## config.mk

```make
export PLATFORM = sky130hd
export DESIGN_NAME = eaGen
export DESIGN_NICKNAME = d
export VERILOG_FILES = /design/src/rtl/eaGenPkg.sv /design/src/rtl/eaCtrl.sv /design/src/rtl/eaDatapath.sv /design/src/rtl/eaGen.sv
export SDC_FILE = /design/constraint.sdc
export NUM_CORES = 1
export LEC_CHECK = 0
export ABC_CLOCK_PERIOD_IN_PS = 5400
export BUFFER_PORTS_ARGS = -buffer_cell sky130_fd_sc_hd__buf_2
export CORE_MARGIN = 2
export CORE_UTILIZATION = 49
export DETAILED_ROUTE_END_ITERATION = 12
export GPL_ROUTABILITY_DRIVEN = 0
export GPL_TIMING_DRIVEN = 0
export PLACE_DENSITY = 0.86
export SETUP_SLACK_MARGIN = 0.4
export SLEW_MARGIN = 25
export SYNTH_ARGS = -nofsm -noshare
export SYNTH_HDL_FRONTEND = slang
export SYNTH_SLANG_ARGS = --single-unit
```

## constraint.sdc

```tcl
create_clock -name clk -period 5.4 [get_ports clk]
set_clock_uncertainty 0.1 [all_clocks]
set_input_delay 1.08 -clock clk [delete_from_list [all_inputs] [get_ports clk]]
set_output_delay 1.08 -clock clk [all_outputs]
set_load 0.01 [all_outputs]
```

## src/rtl/eaGenPkg.sv

```systemverilog
package eaGenPkg;

  typedef enum logic [3:0] {
    MODE_IMM      = 4'd0,
    MODE_REG      = 4'd1,
    MODE_ABS      = 4'd2,
    MODE_REG_IND  = 4'd3,
    MODE_INDEXED  = 4'd4,
    MODE_BASE_IDX = 4'd5,
    MODE_BIX_OFF  = 4'd6,
    MODE_PC_REL   = 4'd7,
    MODE_POST_INC = 4'd8,
    MODE_PRE_DEC  = 4'd9
  } eaMode_e;

  typedef enum logic [1:0] {
    OPA_ZERO = 2'd0,
    OPA_BASE = 2'd1,
    OPA_PC   = 2'd2
  } opASel_e;

  typedef enum logic [1:0] {
    STEP_NONE = 2'd0,
    STEP_UP   = 2'd1,
    STEP_DOWN = 2'd2
  } stepOp_e;

  typedef enum logic [1:0] {
    ADDR_ZERO = 2'd0,
    ADDR_SUM  = 2'd1,
    ADDR_BASE = 2'd2
  } addrSel_e;

  // strobes from control to datapath
  typedef struct packed {
    logic     load;
    opASel_e  opASel;
    logic     addIndex;
    logic     addDisp;
    stepOp_e  stepOp;
    addrSel_e addrSel;
  } eaStrobe_t;

endpackage

```

## src/rtl/eaCtrl.sv

```systemverilog
module eaCtrl
  import eaGenPkg::*;
(
  input  logic       clk,
  input  logic       rstN,
  input  logic       reqValid,
  output logic       reqReady,
  input  logic [3:0] mode,
  output logic       rspValid,
  input  logic       rspReady,
  output logic       memAccess,
  output logic       regOperand,
  output logic       rspError,
  output logic       wbEn,
  output eaStrobe_t  strobe
);

  logic accept;
  logic decMem, decReg, decErr, decWb;
  eaStrobe_t decStrobe;

  assign reqReady = !rspValid || rspReady;
  assign accept   = reqValid && reqReady;

  always_comb begin
    decStrobe         = '0;
    decStrobe.opASel  = OPA_ZERO;
    decStrobe.stepOp  = STEP_NONE;
    decStrobe.addrSel = ADDR_ZERO;
    decMem = 1'b0;
    decReg = 1'b0;
    decErr = 1'b0;
    decWb  = 1'b0;
    case (mode)
      MODE_IMM: ;
      MODE_REG: decReg = 1'b1;
      MODE_ABS: begin
        decMem = 1'b1;
        decStrobe.addDisp = 1'b1;
        decStrobe.addrSel = ADDR_SUM;
      end
      MODE_REG_IND: begin
        decMem = 1'b1;
        decStrobe.addrSel = ADDR_BASE;
      end
      MODE_INDEXED: begin
        decMem = 1'b1;
        decStrobe.opASel  = OPA_BASE;
        decStrobe.addDisp = 1'b1;
        decStrobe.addrSel = ADDR_SUM;
      end
      MODE_BASE_IDX: begin
        decMem = 1'b1;
        decStrobe.opASel   = OPA_BASE;
        decStrobe.addIndex = 1'b1;
        decStrobe.addrSel  = ADDR_SUM;
      end
      MODE_BIX_OFF: begin
        decMem = 1'b1;
        decStrobe.opASel   = OPA_BASE;
        decStrobe.addIndex = 1'b1;
        decStrobe.addDisp  = 1'b1;
        decStrobe.addrSel  = ADDR_SUM;
      end
      MODE_PC_REL: begin
        decMem = 1'b1;
        decStrobe.opASel  = OPA_PC;
        decStrobe.addDisp = 1'b1;
        decStrobe.addrSel = ADDR_SUM;
      end
      MODE_POST_INC: begin
        decMem = 1'b1;
        decWb  = 1'b1;
        decStrobe.opASel  = OPA_BASE;
        decStrobe.stepOp  = STEP_UP;
        decStrobe.addrSel = ADDR_BASE;
      end
      MODE_PRE_DEC: begin
        decMem = 1'b1;
        decWb  = 1'b1;
        decStrobe.opASel  = OPA_BASE;
        decStrobe.stepOp  = STEP_DOWN;
        decStrobe.addrSel = ADDR_SUM;
      end
      default: decErr = 1'b1;
    endcase
    decStrobe.load = accept;
  end

  assign strobe = decStrobe;

  always_ff @(posedge clk) begin
    if (!rstN) begin
      rspValid   <= 1'b0;
      memAccess  <= 1'b0;
      regOperand <= 1'b0;
      rspError   <= 1'b0;
      wbEn       <= 1'b0;
    end else if (accept) begin
      rspValid   <= 1'b1;
      memAccess  <= decMem;
      regOperand <= decReg;
      rspError   <= decErr;
      wbEn       <= decWb;
    end else if (rspReady) begin
      rspValid   <= 1'b0;
      memAccess  <= 1'b0;
      regOperand <= 1'b0;
      rspError   <= 1'b0;
      wbEn       <= 1'b0;
    end
  end

endmodule

```

## src/rtl/eaDatapath.sv

```systemverilog
module eaDatapath
  import eaGenPkg::*;
#(
  parameter int ADDR_W = 32,
  parameter int DISP_W = 16,
  parameter int RSEL_W = 5
) (
  input  logic              clk,
  input  logic              rstN,
  input  eaStrobe_t         strobe,
  input  logic [1:0]        opSize,
  input  logic [RSEL_W-1:0] baseSel,
  input  logic [ADDR_W-1:0] baseVal,
  input  logic [ADDR_W-1:0] indexVal,
  input  logic [ADDR_W-1:0] pcVal,
  input  logic [DISP_W-1:0] disp,
  output logic [ADDR_W-1:0] eaAddr,
  output logic [RSEL_W-1:0] wbSel,
  output logic [ADDR_W-1:0] wbData
);

  localparam int EXT_W = ADDR_W - DISP_W;

  logic [ADDR_W-1:0] dispExt, opA, opB, opC, stepVal, stepTerm, sum, addrNext;

  generate
    if (EXT_W > 0) begin : gExt
      assign dispExt = {{EXT_W{disp[DISP_W-1]}}, disp};
    end else begin : gNoExt
      assign dispExt = disp[ADDR_W-1:0];
    end
  endgenerate

  always_comb begin
    case (opSize)
      2'd0:    stepVal = ADDR_W'(1);
      2'd1:    stepVal = ADDR_W'(2);
      default: stepVal = ADDR_W'(4);
    endcase
    case (strobe.stepOp)
      STEP_UP:   stepTerm = stepVal;
      STEP_DOWN: stepTerm = ~stepVal + ADDR_W'(1);
      default:   stepTerm = '0;
    endcase
    case (strobe.opASel)
      OPA_BASE: opA = baseVal;
      OPA_PC:   opA = pcVal;
      default:  opA = '0;
    endcase
    opB = strobe.addIndex ? indexVal : '0;
    opC = strobe.addDisp ? dispExt : '0;
    sum = opA + opB + opC + stepTerm;
    case (strobe.addrSel)
      ADDR_SUM:  addrNext = sum;
      ADDR_BASE: addrNext = baseVal;
      default:   addrNext = '0;
    endcase
  end

  always_ff @(posedge clk) begin
    if (!rstN) begin
      eaAddr <= '0;
      wbSel  <= '0;
      wbData <= '0;
    end else if (strobe.load) begin
      eaAddr <= addrNext;
      wbSel  <= baseSel;
      wbData <= sum;
    end
  end

endmodule

```

## src/rtl/eaGen.sv

```systemverilog
module eaGen
  import eaGenPkg::*;
#(
  parameter int ADDR_W = 32,
  parameter int DISP_W = 16,
  parameter int RSEL_W = 5
) (
  input  logic              clk,
  input  logic              rstN,
  input  logic              reqValid,
  output logic              reqReady,
  input  logic [3:0]        mode,
  input  logic [1:0]        opSize,
  input  logic [RSEL_W-1:0] baseSel,
  input  logic [ADDR_W-1:0] baseVal,
  input  logic [ADDR_W-1:0] indexVal,
  input  logic [ADDR_W-1:0] pcVal,
  input  logic [DISP_W-1:0] disp,
  output logic              rspValid,
  input  logic              rspReady,
  output logic [ADDR_W-1:0] eaAddr,
  output logic              memAccess,
  output logic              regOperand,
  output logic              rspError,
  output logic              wbEn,
  output logic [RSEL_W-1:0] wbSel,
  output logic [ADDR_W-1:0] wbData
);

  eaStrobe_t strobe;

  eaCtrl uCtrl (
    .clk(clk), .rstN(rstN), .reqValid(reqValid), .reqReady(reqReady),
    .mode(mode), .rspValid(rspValid), .rspReady(rspReady),
    .memAccess(memAccess), .regOperand(regOperand), .rspError(rspError),
    .wbEn(wbEn), .strobe(strobe)
  );

  eaDatapath #(.ADDR_W(ADDR_W), .DISP_W(DISP_W), .RSEL_W(RSEL_W)) uDp (
    .clk(clk), .rstN(rstN), .strobe(strobe), .opSize(opSize),
    .baseSel(baseSel), .baseVal(baseVal), .indexVal(indexVal),
    .pcVal(pcVal), .disp(disp), .eaAddr(eaAddr), .wbSel(wbSel),
    .wbData(wbData)
  );

endmodule

```

* Yosys cells after proc, flatten, opt, wreduce, memory -nomap -nowiden *
Cells that the tools add are included.

cells by class
  add/subtract/negate cells = 4
  equality and inequality tests = 16
  multiplexer cells = 21
  bitwise logic cells = 1
  reduce and logical (&&, ||, !) cells = 14

operator list
  operator                 count
  $pmux W32 S2             3
  $add A32 B32 Y32         3
  $mux W32                 2
  $add A32 B1 Y32 const B  1
  $not A3 Y32              1
  $eq A4 B3 Y1 const B     4
  $mux W1                  12
  $pmux W2 S2              3
  $reduce_or A10 Y1        1
  $eq A2 B1 Y1 const B     4
  $eq A4 B2 Y1 const B     2
  $eq A4 B4 Y1 const B     2
  $reduce_or A8 Y1         1
  $eq A2 B2 Y1 const B     3
  $pmux W3 S2              1
  $reduce_or A2 Y1         3
  $reduce_or A6 Y1         1
  $reduce_or A5 Y1         1
  $eq A4 B1 Y1 const B     1
  $logic_not A4 Y1         1
  $reduce_or A4 Y1         1
  $logic_not A2 Y1         1
  $reduce_bool A2 Y1       1
  $logic_and A1 B1 Y1      1
  other kinds (2)          2

word-level totals
  flip-flop bits (word level) = 74

* Longest topological paths before layout *
Gate-level depths: netlist of run 1.

  word-level depth = 9
  mapped depth = 20
  mapped depth without buffers = 19

* By module *
From an unflattened synthesis of run 1, not the netlist that was laid out.

unflattened totals
  cell total of the unflattened synthesis = 919
  area, all modules = 7382.1 um^2

modules (own cells, without submodules)
  module      instances  cells an instance  area an instance (um^2)
  eaDatapath  1          872                7030.5
  eaCtrl      1          47                 351.6

* Worst setup path before layout of run 1 *
OpenSTA, ideal clock, no wires.

  path kind = input to register
  start = input port mode[2]
  end = register uDp.eaAddr[11]
  data arrival time = 5454 ps
  required time = 5166 ps
  slack = -287 ps
  stages on the path = 18
  buffers on the path = 1
  cell sequence = clkbuf_1 nor2_1 nand3_1 inv_1 ha_1 o21ai_0 fa_1 fa_1 inv_1 ha_1 fa_1 a21o_1 a221oi_1 o21ai_0 a21o_1 a21oi_1 xor2_1 o22ai_1

between the ends
  word-level cells in the longest chain between the ends = 9

RTL lines
  item                                                 line              source
  start: declaration                                   eaGen.sv:12       input logic [3:0] mode,
  $eq A4 B3 Y1 / $eq A4 B4 Y1 (equally long branches)  eaCtrl.sv:34      case (mode)
  $reduce_or A5 Y1 (no source line)                    --
  $pmux W2 S2                                          eaCtrl.sv:34
  $eq A2 B2 Y1 / $eq A2 B1 Y1 (equally long branches)  eaDatapath.sv:45  case (strobe.opASel)
  $pmux W32 S2                                         eaDatapath.sv:45
  $add A32 B32 Y32 (3 in a row)                        eaDatapath.sv:52  sum = opA + opB + opC + stepTerm;
  $pmux W32 S2 *                                       eaDatapath.sv:53  case (strobe.addrSel)
  end signal: assignment                               eaDatapath.sv:66  eaAddr <= addrNext;
  end: declaration                                     eaDatapath.sv:17  output logic [ADDR_W-1:0] eaAddr,

Every way passes the cells marked *; elsewhere a longest branch is shown, timed or not.
A chain may end at the register's enable or synchronous reset.

* Final worst setup path of run 1 *
  start = input port mode[0]
  end = register uDp.eaAddr[27]

The elaborated chain is that of the path after synthesis.

==> impl_metrics.ini, run 1 <==
[power_and_ir_drop]
leakage_nw = 4.469
cellPowerDensity_mw_per_mm2 = 204.2
p_switching_w = 0.0007189
switching_share = 0.3600
pwr-share-seq = 0.300
combPwrFrac = 0.378
ir_drop_mv = 0.1760
p_clk_frac = 0.322
p_int_w = 0.001278

[detailed_routing]
antenna_left = 0
viasPerCell = 6.120
wl_per_cell_microns = 20.28
drtIter0Drc = 1158
drc_errors = 0
drt-total-wl_mm = 27.63
via_count = 8335
dr.pass1.iters = 8

[synth]
synth_area_leaders = dfxtp_1 21%, fa_1 17%, ha_1 6.9%
syn_area_sq_mm = 0.007212
synthCells = 925
ys_seq_elements = 74
netlist.top_cell.by_area = dfxtp_1
syn-num-nets = 1154
async_flop_share = 0
yosysWarnings = 0
synth_flop_cell = dfxtp_1
synth_commonest_cells = 105 x nand2_1, 99 x inv_1, 80 x a21oi_1
avgSynthCellArea_sq_um = 7.797
post-synth-top-count-cell = nand2_1
ys_seq_area_frac = 0.2054
ys_types = 60
synth_top_area_frac = 0.2054
synth-edff-count = 0

[hold_path]
hp-class = register to register

[worst_setup_path]
cp_num_buf_inv = 4
crit_family = adder cells
slowest_stage = fa_1
critPathMaxStageDelay_ps = 570
crit_type = input pin to register
worstPathRequired_ps = 5500
critical_path_arrival_ps = 5180
worstSetupEndpointType = register
critPathMaxFanout = 10
cp-start-kind = input pin
crit_chain = buf_4 > xnor2_2 > nor2_4 > clkbuf_8 > and2_1 > fa_1 > inv_2 > fa_1 > inv_2 > ha_4 > fa_2 > a21o_1 > a221o_1 > a211oi_2 > a21oi_2 > a21boi_2 > xor2_2 > o22ai_1

[placed_design]
dp_hpwl_mm = 20.34
dp_slack_ps = -602.5
port_buffers = 198

[final_layout]
area_growth_pct = 35.57
drive_above_1_share = 0.3447
fillers = 1101
antenna_cells = 0
layout.nets = 1402

[timing]
setup_viol_count_final = 0
fin_crit_sh = 0.9414
postLayoutSetupSlackWorst_ps = 316.3
hold_viol_final = 0
fin_crit_ps = 5084
fmax_mhz = 196.7
max_slew_margin = 0.5949
tightest_slew_ps = 607.7
rsz0062_at_grt = true
slew_viol_final = 0
hold_slack_ps = 352.3

[status]
status = complete, no violations

[floorplanning]
core-area_sq_mm = 0.01448
boundaryPins = 202
rows = 44
initial_core_util = 0.4981
dieArea_sq_mm = 0.01571
die_y_microns = 125.3
chipWidth_microns = 125.3

[grt]
gr-total-overflow = 0
grt_pass1_vias = 7922
grt_first_pass_wirelength_mm = 40.04
antenna_found_initial = 0
grt_max_degree = 14
grt_util_all_layers = 0.3194

[clocking]
cts_tree = done
htreeDepth = 3
clk_latency_ps = 340
cts.clk_slew.worst_paths_ps = 60
clock-sinks = 74
cts_max_path_buffers = 2
numCtsBuffers = 9
root_buffer = clkbuf_16

[job]
cap_violations = 0
-- path summary, 6_finish.rpt --
check | endpoint | depth (start not counted) | slack [ps] | startpoint
max | uDp.eaAddr[27]$_SDFFE_PN0P_ | 18 | 320 | mode[0]
min | uDp.wbSel[1]$_SDFFE_PN0P_ | 2 | 350 | uDp.wbSel[1]$_SDFFE_PN0P_
max reg2reg | uDp.wbData[18]$_SDFFE_PN0P_ | 6 | 2990 | uCtrl.rspValid$_SDFFE_PN0P_
min reg2reg | uDp.wbSel[1]$_SDFFE_PN0P_ | 2 | 350 | uDp.wbSel[1]$_SDFFE_PN0P_
-- timing repair --
item | CTS | global route
gates resized for setup | 57 | 82
setup endpoints to repair | 49 | 37
buffers inserted | 22 | 17
hold buffers | 0 | 0
gates cloned | 0 | 0
pin swaps | 22 | 44
-- routing by layer --
layer	track usage	up-vias	routed length, microns
met5	0	-	0
met4	0.1771	0	1864
met3	0.06632	185	3314
met2	0.5090	705	12330
met1	0.4063	3792	10110
li1	-	3653	-
-- sequential cells by signal (all words and copies together) (netlist names) --
register / cells
uCtrl.rspError: 1
uCtrl.wbEn: 1
uCtrl.memAccess: 1
uDp.wbData: 32
uCtrl.regOperand: 1
uDp.wbSel: 5
uCtrl.rspValid: 1
uDp.eaAddr: 32
-- per-stage QoR --
step	total power (W)	util	cell area [sq um]	std cells	TNS, ps
6_report	0.001997	0.6753	9777	1362	0
5_1_grt	0.002071	0.6753	9777	1362	0
4_1_cts	0.001905	0.6448	9336	1345	0
3_5_place_dp	0.001242	0.5970	8645	1307	-13240
3_3_place_gp	0.001224	0.5970	8645	1307	-8482
2_1_floorplan	0.001019	-	7423	925	0
-- cell usage in the layout (no fill, tap or decap), types with 5 or more instances in the layout --
| cell | netlist | routed |
|---|---|---|
| buf_2 | 3 | 198 |
| nand2_1 | 105 | 102 |
| inv_1 | 99 | 90 |
| dfxtp_1 | 74 | 74 |
| a21oi_1 | 80 | 62 |
| fa_1 | 62 | 59 |
| nor2_1 | 59 | 55 |
| a22oi_1 | 41 | 41 |
| buf_4 | 0 | 37 |
| clkbuf_1 | 52 | 29 |
| or2_2 | 28 | 27 |
| and2_1 | 26 | 26 |
| ha_1 | 40 | 24 |
| o21ai_0 | 35 | 22 |
| nand3_1 | 23 | 21 |
| a21oi_2 | 1 | 16 |
| and3_1 | 18 | 16 |
| xnor2_1 | 19 | 15 |
| nand4_1 | 13 | 13 |
| o22ai_1 | 13 | 12 |
| a31oi_1 | 13 | 11 |
| o21ai_1 | 4 | 10 |
| o21a_1 | 10 | 10 |
| ha_4 | 0 | 10 |
| nor3_1 | 14 | 9 |
| clkbuf_16 | 0 | 9 |
| clkbuf_4 | 0 | 8 |
| clkbuf_2 | 1 | 8 |
| xor2_1 | 10 | 8 |
| a21o_1 | 8 | 7 |
| a22o_1 | 7 | 7 |
| buf_6 | 0 | 6 |
| o21ai_2 | 0 | 6 |
| ha_2 | 0 | 6 |
| clkinvlp_4 | 0 | 5 |
| nor2b_1 | 6 | 5 |
| nor3_2 | 0 | 5 |
-- worst register-to-register path: stages (launching register included) --
cell,delay [ps]
dfxtp_1,340
a21oi_1,210
clkbuf_1,390
clkbuf_1,500
clkbuf_1,460
nand4_1,220
nand3_1,130
-- logic make-up after synthesis --
kind of cell | share of synthesized area
multiplexers | 0.004164
flip-flops | 0.2054
AND/OR/NAND/NOR | 0.2106
buffers and inverters | 0.08293
AO/OA/AOI/OAI | 0.2170
adder cells (fa/ha/maj) | 0.2415
XOR/XNOR | 0.03834
-- power by group through the flow --
stage                     clock (W)  combinational [W]  sequential (W)
after global routing       0.000662           0.000808        0.000602
after floorplan                   0           0.000397        0.000622
after global placement            0           0.000615        0.000609
after CTS                  0.000639           0.000668        0.000598
after detailed placement          0           0.000632        0.000610
final                      0.000643           0.000755        0.000599
-- cell type report --
| type | instances | area [sq um] | area share |
|---|---|---|---|
| clock inverters | 7 | 93.84 | 0.009598 |
| well taps | 184 | 230.2 | 0.02355 |
| inverters | 100 | 391.6 | 0.04006 |
| multi-input cells | 693 | 5692 | 0.5822 |
| repair buffers | 237 | 1310 | 0.1340 |
| plain buffers | 58 | 352.8 | 0.03609 |
| flip-flops and latches | 74 | 1481 | 0.1515 |
| clock buffers | 9 | 225.2 | 0.02304 |
(Power assumes the default switching activity.)
==> run 2: changes to the inputs <==
--- a/config.mk
+++ b/config.mk
@@ -5,15 +5,15 @@
 export SDC_FILE = /design/constraint.sdc
 export NUM_CORES = 1
 export LEC_CHECK = 0
+export ABC_AREA = 1
 export ABC_CLOCK_PERIOD_IN_PS = 5400
 export BUFFER_PORTS_ARGS = -buffer_cell sky130_fd_sc_hd__buf_2
 export CORE_MARGIN = 2
-export CORE_UTILIZATION = 49
+export CORE_UTILIZATION = 50
 export DETAILED_ROUTE_END_ITERATION = 12
 export GPL_ROUTABILITY_DRIVEN = 0
 export GPL_TIMING_DRIVEN = 0
-export PLACE_DENSITY = 0.86
-export SETUP_SLACK_MARGIN = 0.4
+export PLACE_DENSITY = 0.88
 export SLEW_MARGIN = 25
 export SYNTH_ARGS = -nofsm -noshare
 export SYNTH_HDL_FRONTEND = slang
==> impl_metrics.ini, run 2 <==
[floorplanning]
core-area_sq_mm = 0.01577
dieArea_sq_mm = 0.01701
initial_core_util = 0.5067
chipWidth_microns = 130.4
die_y_microns = 130.4
boundaryPins = 202
rows = 46

[worst_setup_path]
critPathMaxStageDelay_ps = 550
cp-start-kind = input pin
cp_num_buf_inv = 6
worstPathRequired_ps = 5550
reg2reg_from = uCtrl.rspValid$_SDFFE_PN0P_
crit_path_frequent_cell = nand2_1
worstSetupEndpointType = register
critical_path_arrival_ps = 5370
slowest_stage = fa_1
crit_family = adder cells
critPathLaunch = mode[3]
critPathMaxFanout = 4
crit_type = input pin to register

[synth]
post-synth-top-count-cell = nand2_1
synth-edff-count = 0
yosysWarnings = 0
avgSynthCellArea_sq_um = 6.268
ys_seq_elements = 74
syn-num-nets = 1504
syn_area_sq_mm = 0.007991
synth_area_leaders = nand2_1 21%, dfxtp_1 19%, fa_1 16%
netlist.top_cell.by_area = nand2_1
ys_types = 36
synthCells = 1275
async_flop_share = 0
synth_top_area_frac = 0.2071
synth_flop_cell = dfxtp_1
synth_commonest_cells = 441 x nand2_1, 276 x inv_1, 91 x nor2_1
ys_seq_area_frac = 0.1854

[final_layout]
area_growth_pct = 21.92
largestRegisters = uDp.eaAddr: 32 flops, uDp.wbData: 32 flops, uDp.wbSel: 5 flops
drive_above_1_share = 0.1968
fillers = 1525
multi_input_area_sq_mm = 0.005355
layout.nets = 1723
fin_cells = 1717
final_common_cell = nand2_1
mostFrequentLayoutCells = 439 x nand2_1, 272 x inv_1, 210 x buf_2
seq_area_sq_mm = 0.001481

[timing]
fin_crit_sh = 0.9671
hold_slack_ps = 359.4
postLayoutSetupSlackWorst_ps = 177.6
fmax_mhz = 191.5
tightest_slew_ps = 714.1
setup_viol_count_final = 0
slew_viol_final = 0
fin_crit_ps = 5222
hold_viol_final = 0
max_slew_margin = 0.5240
final.setup.tns_ps = 0

[hold_path]
hp-start = uCtrl.regOperand$_SDFFE_PN0P_
hp-class = register to register

[power_and_ir_drop]
leakage_nw = 5.606
ir_drop_mv = 0.1926
power.total_w = 0.001907
cellPowerDensity_mw_per_mm2 = 195.8

[detailed_routing]
dr.pass1.iters = 6
viasPerCell = 5.154
drc_errors = 0
wl_per_cell_microns = 14.96
antenna_left = 0
drtIter0Drc = 761
via_count = 8850
drt-total-wl_mm = 25.68

[grt]
use_met1 = 0.3741
gr-total-overflow = 0
grt_first_pass_wirelength_mm = 40.03
grt_use_met3 = 0.04927
antenna_found_initial = 1
grt_max_degree = 14
grt_pass1_vias = 8521
grt_util_all_layers = 0.3037
grtUsageMet2 = 0.5223
busiest_layer = met2

[clocking]
root_buffer = clkbuf_16
htreeDepth = 3
cts.clk_slew.worst_paths_ps = 60
numCtsBuffers = 9
cts_max_path_buffers = 2
postCtsHoldBufs = 0
clock-sinks = 74
cts_tree = done
clk_latency_ps = 330

[placed_design]
dp.cells = 1692
port_buffers = 201
dp_hpwl_mm = 21.48
dp_slack_ps = -991.0

[status]
status = complete, no violations

[job]
cap_violations = 0
==> run 2: worst min-delay path, delay by kind of cell (launching register included) <==
family	cells	cell delay, ps
flops	1	310
simple gates	1	60
compound gates	1	50
==> run 2: worst paths after layout <==
path                                         to  slack, ps  cells after the start
hold reg to reg   uCtrl.regOperand$_SDFFE_PN0P_        360                      2
setup / recovery    uDp.eaAddr[25]$_SDFFE_PN0P_        180                     29
hold / removal    uCtrl.regOperand$_SDFFE_PN0P_        360                      2
setup reg to reg    uDp.eaAddr[26]$_SDFFE_PN0P_       3680                      6
==> run 2: metal layers <==
layer,wire [microns],vias up,share of wire
li1,-,4277,-
met1,10180,4015,0.40
met2,11900,467,0.46
met3,2423,91,0.094
met4,1171,0,0.046
met5,0,-,0
==> run 2: what timing repair did <==
action	4_1_cts	5_1_grt
buffers inserted	1	7
endpoints found under the hold margin	0	0
pin swaps	0	3
endpoints found under the setup margin	53	49
resized for setup	6	15
==> run 2: cell type report <==
class	count	share of cell area
antenna	2	0.0005137
timing repair buffer	209	0.1098
clock inverter	5	0.008733
multi-input combinational	881	0.5496
buffer	37	0.01541
sequential	74	0.1520
tap	216	0.02774
inverter	282	0.1102
clock buffer	11	0.02594
==> run 2: cell families after synthesis <==
logic type / after synthesis / synth area share
AO/OA/AOI/OAI: 149 / 0.1129
XOR/XNOR: 13 / 0.01425
adder cells (fa/ha/maj): 102 / 0.2179
buffers and inverters: 320 / 0.1517
flip-flops: 74 / 0.1854
AND/OR/NAND/NOR: 617 / 0.3178
==> run 2: metrics by stage <==
| stage | area, sq um | utilization |
|---|---|---|
| floorplan | 7991 | - |
| global placement | 9268 | 0.5877 |
| detailed placement | 9268 | 0.5877 |
| CTS | 9637 | 0.6111 |
| global route | 9738 | 0.6175 |
| finish | 9743 | 0.6178 |
==> run 2: power breakdown <==
group          leakage [nW]  switching, W  internal, W  total [W]
Combinational          4.84      0.000416     0.000233   0.000648
Sequential            0.606     0.0000174     0.000580   0.000598
Clock                 0.162      0.000229     0.000432   0.000661
Total                  5.61      0.000663      0.00124    0.00191
